$ cat src/rtl/perm_pkg.sv
package perm_pkg;

  typedef enum logic [1:0] {
    ACC_LOAD  = 2'd0,
    ACC_STORE = 2'd1,
    ACC_FETCH = 2'd2,
    ACC_NONE  = 2'd3
  } acc_e;

  typedef logic [2:0] rights_t;

  localparam int RB_R = 0;
  localparam int RB_W = 1;
  localparam int RB_X = 2;

  localparam rights_t RIGHTS_NONE = 3'b000;
  localparam rights_t RIGHTS_RW   = 3'b011;
  localparam rights_t RIGHTS_RX   = 3'b101;
  localparam rights_t RIGHTS_ALL  = 3'b111;

  // Protection code to rights, for the selected key.
  function automatic rights_t pp_table(input logic key, input logic [2:0] code);
    rights_t r;
    r = RIGHTS_NONE;
    if (!key) begin
      case (code)
        3'd0, 3'd1, 3'd2: r = RIGHTS_ALL;
        3'd3, 3'd6:       r = RIGHTS_RX;
        default:          r = RIGHTS_NONE;
      endcase
    end else begin
      case (code)
        3'd1, 3'd3, 3'd6: r = RIGHTS_RX;
        3'd2:             r = RIGHTS_ALL;
        default:          r = RIGHTS_NONE;
      endcase
    end
    return r;
  endfunction

  // Right needed by an access type.
  function automatic rights_t need_of(input acc_e acc);
    rights_t r;
    case (acc)
      ACC_LOAD:  r = 3'b001;
      ACC_STORE: r = 3'b010;
      ACC_FETCH: r = 3'b100;
      default:   r = 3'b000;
    endcase
    return r;
  endfunction

  // Rights left after the class-key masks.
  function automatic rights_t key_clamp(input logic [1:0] data_fld, input logic fetch_bit,
                                        input logic data_en, input logic fetch_en);
    rights_t r;
    r = RIGHTS_ALL;
    if (data_en) begin
      if (data_fld[1]) r[RB_W] = 1'b0;
      if (data_fld[0]) r[RB_R] = 1'b0;
      if (fetch_en && fetch_bit) r[RB_X] = 1'b0;
    end
    return r;
  endfunction

endpackage

$ cat src/rtl/perm_fault_encode.sv
module perm_fault_encode
  import perm_pkg::*;
(
  input  acc_e    acc_i,
  input  logic    seg_nx_i,
  input  rights_t pp_rights_i,
  input  rights_t nxg_rights_i,
  input  rights_t key_rights_i,
  output rights_t rights_o,
  output logic    grant_o,
  output logic    fetch_fault_o,
  output logic    data_fault_o,
  output logic    cause_nxg_o,
  output logic    cause_prot_o,
  output logic    cause_key_o,
  output logic    cause_store_o
);

  rights_t need;
  rights_t missing;
  logic    seg_block;

  assign rights_o  = pp_rights_i & nxg_rights_i & key_rights_i;
  assign need      = need_of(acc_i);
  assign missing   = need & ~rights_o;
  assign seg_block = (acc_i == ACC_FETCH) && seg_nx_i;

  always_comb begin
    grant_o       = !seg_block && (missing == RIGHTS_NONE);
    fetch_fault_o = 1'b0;
    data_fault_o  = 1'b0;
    cause_nxg_o   = 1'b0;
    cause_prot_o  = 1'b0;
    cause_key_o   = 1'b0;
    cause_store_o = 1'b0;
    if (seg_block) begin
      fetch_fault_o = 1'b1;
      cause_nxg_o   = 1'b1;
    end else if (missing != RIGHTS_NONE) begin
      if (acc_i == ACC_FETCH) begin
        fetch_fault_o = 1'b1;
        cause_nxg_o   = !nxg_rights_i[RB_X];
        cause_prot_o  = nxg_rights_i[RB_X] && !pp_rights_i[RB_X];
        cause_key_o   = !key_rights_i[RB_X];
      end else begin
        data_fault_o  = 1'b1;
        cause_prot_o  = |(need & ~pp_rights_i);
        cause_key_o   = |(need & ~key_rights_i);
        cause_store_o = (acc_i == ACC_STORE);
      end
    end
  end

endmodule

$ cat config.mk
export PLATFORM = sky130hd
export DESIGN_NAME = perm_fault_encode
export DESIGN_NICKNAME = d
export VERILOG_FILES = /design/src/rtl/perm_pkg.sv /design/src/rtl/perm_fault_encode.sv
export SDC_FILE = /design/constraint.sdc
export NUM_CORES = 1
export LEC_CHECK = 0
export BUFFER_PORTS_ARGS = -buffer_cell sky130_fd_sc_hd__buf_2
export CORE_AREA = 2 2 39 41
export DETAILED_ROUTE_END_ITERATION = 8
export DIE_AREA = 0 0 41 43
export GPL_TIMING_DRIVEN = 0
export PLACE_DENSITY = 0.34
export SYNTH_ARGS = -nofsm -noshare
export SYNTH_HDL_FRONTEND = slang
export SYNTH_SLANG_ARGS = --single-unit
$ cat constraint.sdc
create_clock -name vclk -period 1.3
set_clock_uncertainty 0.1 [all_clocks]
set_input_delay 0.065 -clock vclk [all_inputs]
set_output_delay 0.065 -clock vclk [all_outputs]
set_load 0.05 [all_outputs]
==> impl_metrics.tcl, run 1 <==
set metrics [dict create \
    ys_types 12 \
    track_usage_pct 6.59 \
    die_x_um 41 \
    endpoint_kind "output pin" \
    coreArea_mm2 0.00138 \
    drcViolationCount 0 \
    maxSlewViolCount 0 \
    cts_resized 0 \
    ioPinCount 22 \
    finalCritPeriodShare_pct 87.7 \
    tns_ns 0 \
    setup_viol 0 \
    cap_violations 0 \
    rows 14 \
    synth_cells 17 \
    worst_pin_slew_ns 0.250 \
    hp-class "in2out" \
    grt_max_degree 7 \
    cp.arrival_ns 0.98 \
    synth_top_area_share_pct 16.7 \
    dp_cells 55 \
    grt.overflow.total 0 \
    port_buffers 22 \
    area_growth_pct 115 \
    post_cts_buffers 0 \
    p_per_area_mw_per_mm2 509 \
    cp-start-kind "primary input" \
    grt_pass1_vias 188 \
    layout-drive-gt1-share_pct 74.4 \
    seq_area_um2 0 \
    outcome "complete, no violations" \
    maxSlewHeadroom_pct 83.4 \
    crit_required_ns 1.13 \
    fin_crit_ns 1.14 \
    viasPerCell 4.31 \
    synth_common_cells "and3_1, and4b_1, mux2_2, o32ai_1" \
    synth.area.top_cells "mux2_2, and4b_1, and3_1" \
    gp_congestion 0.619 \
    timing.fmax_mhz 877 \
    num_vias 237 \
    power_w 0.000148 \
    chipHeight_um 43 \
    peakVddDrop_v 0.000183 \
    rsz0062_at_grt "false" \
    grt_util_met2_pct 9.69 \
    wl_per_cell_um 10.6 \
    met3_usage_pct 0.524 \
    grt_pass1_wl_um 848 \
    antenna_found_initial 0 \
    antenna_cells 0 \
    synth_seq_area_share_pct 0 \
    fin_nets 53 \
    drt_first_pass_iters 4 \
    die_area_mm2 0.00176 \
    hold_viol 0 \
    busiest_layer "met1" \
    grt_use_met1_pct 10.8 \
    synth_warnings 0 \
    finalWirelength_um 582 \
    leakagePower_nw 0.158 \
    hold_slack_ns 0.426 \
    synthesis.nets 29 \
    netlist_area_um2 135 \
    crit_start "acc_i[0]" \
    dpl.hpwl_um 499 \
    ant_nets 0 \
    initial_utilization_pct 9.76 \
    nClkBuffers 0 \
    cts-hold-fix-buffers 0 \
    synthMostInstantiatedCell "and3_1" \
    syn_area_per_cell_um2 7.95 \
    endpoint "cause_prot_o" \
    path_class "in2out" \
    worstPathMaxFanout 6 \
    seq_cell_count 0 \
    drt_iter0_drc 2 \
    final_cells 55 \
    yosysTopAreaCell "mux2_2" \
]
-- stage by stage --
stage / util (%) / setup slack (ns) / cell area, µm²
CTS: 21.0 / 0.140 / 290
finish: 21.0 / 0.160 / 290
global placement: 21.0 / 0.147 / 290
global route: 21.0 / 0.0882 / 290
detailed placement: 21.0 / 0.146 / 290
floorplan: - / -0.0164 / 160
-- area by class of cell --
cell class,instances,area [µm²]
multi-input combinational,17,160
fill,158,1090
tap,16,20.0
timing repair buffer,22,110
-- critical path, cell delays in order --
cell and delay (ns):
buf_2 0.13, nand2b_2 0.23, o32ai_2 0.25, buf_2 0.30
-- logic make-up (layout without fill, tap and decap cells) --
logic type	count (synthesis)	after routing	share of synthesized area, %
buf+inv	0	22	0
compound gates	3	3	20.4
mux	2	2	16.7
simple gates	12	12	63.0
-- routing by layer --
metal,up-vias,wire (µm),share of wire [%]
met1,95,283,49
met3,0,94,16
li1,120,-,-
met2,22,205,35
met5,-,0,0
met4,0,0,0
-- where the power goes --
part	total, W	leakage, nW	switching [W]	internal (W)
logic	0.000148	0.158	0.000101	0.0000467
clock network	0	0	0	0
registers	0	0	0	0
-- worst min-delay path by stage --
stage / start / to / cells past startpoint / slack [ns]
floorplan: acc_i[1] / cause_store_o / 1 / 0.13
global placement: seg_nx_i / cause_key_o / 3 / 0.43
detailed placement: pp_rights_i[2] / cause_prot_o / 3 / 0.43
CTS: pp_rights_i[2] / cause_prot_o / 3 / 0.43
global route: pp_rights_i[2] / cause_prot_o / 3 / 0.44
finish: seg_nx_i / cause_key_o / 3 / 0.43
-- placed cells by master (no fill, tap or decap) --
master,netlist,final
nor3b_2,0,1
and4_1,1,1
and3_1,3,3
nor2b_1,1,1
mux2_2,2,2
nand2b_1,1,1
buf_2,0,22
nand2b_2,1,1
nor2_1,1,1
o32ai_2,0,2
o32a_1,1,1
and4b_1,2,2
nor3_2,0,1
Note: power is estimated with default switching activity, not from simulation.
==> run 2: changes to the inputs <==
Settings changed: CELL_PAD_IN_SITES_DETAIL_PLACEMENT from default to 0, CELL_PAD_IN_SITES_GLOBAL_PLACEMENT from default to 1, PLACE_DENSITY 0.34 to 0.53.
==> run 2 against run 1 <==
Via count is 5.1% lower; power is 0.20% higher; routed wire length up 4.0%; final area unchanged; sequential cell count did not move.
==> impl_metrics.tcl, run 2 (synthesis gave the netlist of run 1 again) <==
set metrics [dict create \
    outcome "complete, no violations" \
    drcViolationCount 0 \
    hold_viol 0 \
    grt_pass1_vias 199 \
    holdCritStartpoint "seg_nx_i" \
    finalCritPeriodShare_pct 87.1 \
    final_common_cell "buf_2" \
    cts-hold-fix-buffers 0 \
    layout.core_utilization_pct 21.0 \
    ioPinCount 22 \
    critPathTopFamily "buffers and inverters" \
    cp.arrival_ns 0.97 \
    viasPerCell 4.09 \
    fin_crit_ns 1.13 \
    area_growth_pct 115 \
    cap_violations 0 \
    cpMaxStageDelayCell "mux2_2" \
    endpoint_kind "output pin" \
    leakagePower_nw 0.158 \
    slowest_delay_ns 0.35 \
    die_area_mm2 0.00176 \
    peakVddDrop_v 0.000171 \
    ant_nets 0 \
    tns_ns 0 \
    timing.fmax_mhz 884 \
    gp_congestion 0.638 \
    crit_start "acc_i[0]" \
    drt_iter0_drc 1 \
    grt.overflow.total 0 \
    antenna_cells 0 \
    chipHeight_um 43 \
    drt_first_pass_iters 2 \
    setup_viol 0 \
    worst-path-buf-inv 2 \
    nClkBuffers 0 \
    coreArea_mm2 0.00138 \
    num_vias 225 \
    worstPathMaxFanout 6 \
    grt_pass1_wl_um 869 \
    fin_nets 53 \
    finalWirelength_um 605 \
    maxSlewHeadroom_pct 82.9 \
    grt_max_degree 7 \
    layout-drive-gt1-share_pct 74.4 \
    antenna_found_initial 0 \
    worst_pin_slew_ns 0.258 \
    maxSlewViolCount 0 \
    seq_area_um2 0 \
    track_usage_pct 6.59 \
    seq_cell_count 0 \
    wl_per_cell_um 11.0 \
    die_x_um 41 \
    power_w 0.000148 \
    final_cell_mix "buf_2, and3_1, and4b_1, mux2_2, o32ai_2" \
    port_buffers 22 \
    p_per_area_mw_per_mm2 510 \
    cp-start-kind "primary input" \
    rows 14 \
    initial_utilization_pct 9.76 \
    cpMostUsedCell "buf_2" \
    crit_required_ns 1.13 \
    path_class "in2out" \
    cts_resized 0 \
    rsz0062_at_grt "false" \
    post_cts_buffers 0 \
    path_cells "buf_2 -> mux2_2 -> o32ai_2 -> buf_2" \
    hp-class "in2out" \
]
-- run 2: power breakdown --
| part | leakage, nW | internal, W | switching [W] | total, W |
|---|---|---|---|---|
| sequential | 0 | 0 | 0 | 0 |
| combinational | 0.158 | 0.0000467 | 0.000101 | 0.000148 |
| clock | 0 | 0 | 0 | 0 |
-- run 2: through the flow --
stage | worst slack (ns) | instances | hold WS (ns) | instance area (µm²)
5_1_grt | 0.109 | 55 | 0.437 | 290
4_1_cts | 0.159 | 55 | 0.424 | 290
6_report | 0.168 | 55 | 0.425 | 290
3_3_place_gp | 0.132 | 55 | 0.425 | 290
3_5_place_dp | 0.163 | 55 | 0.423 | 290
2_1_floorplan | -0.0164 | 17 | 0.132 | 160
-- run 2: layer usage --
metal	wire, µm	up-vias	GRT usage (%)
met5	0	-	0
met4	0	0	0
met3	127	0	3.14
met2	151	22	7.50
met1	327	84	11.4
li1	-	119	-
-- run 2: final cells by class --
type | instances | area (µm²)
repair buffers | 22 | 110
multi-input cells | 17 | 160
fillers | 151 | 1090
well taps | 16 | 20.0
-- run 2: path summary, 6_finish.rpt --
check / end / slack, ns / cells after the start
max: cause_key_o / 0.17 / 4
min: cause_key_o / 0.42 / 3
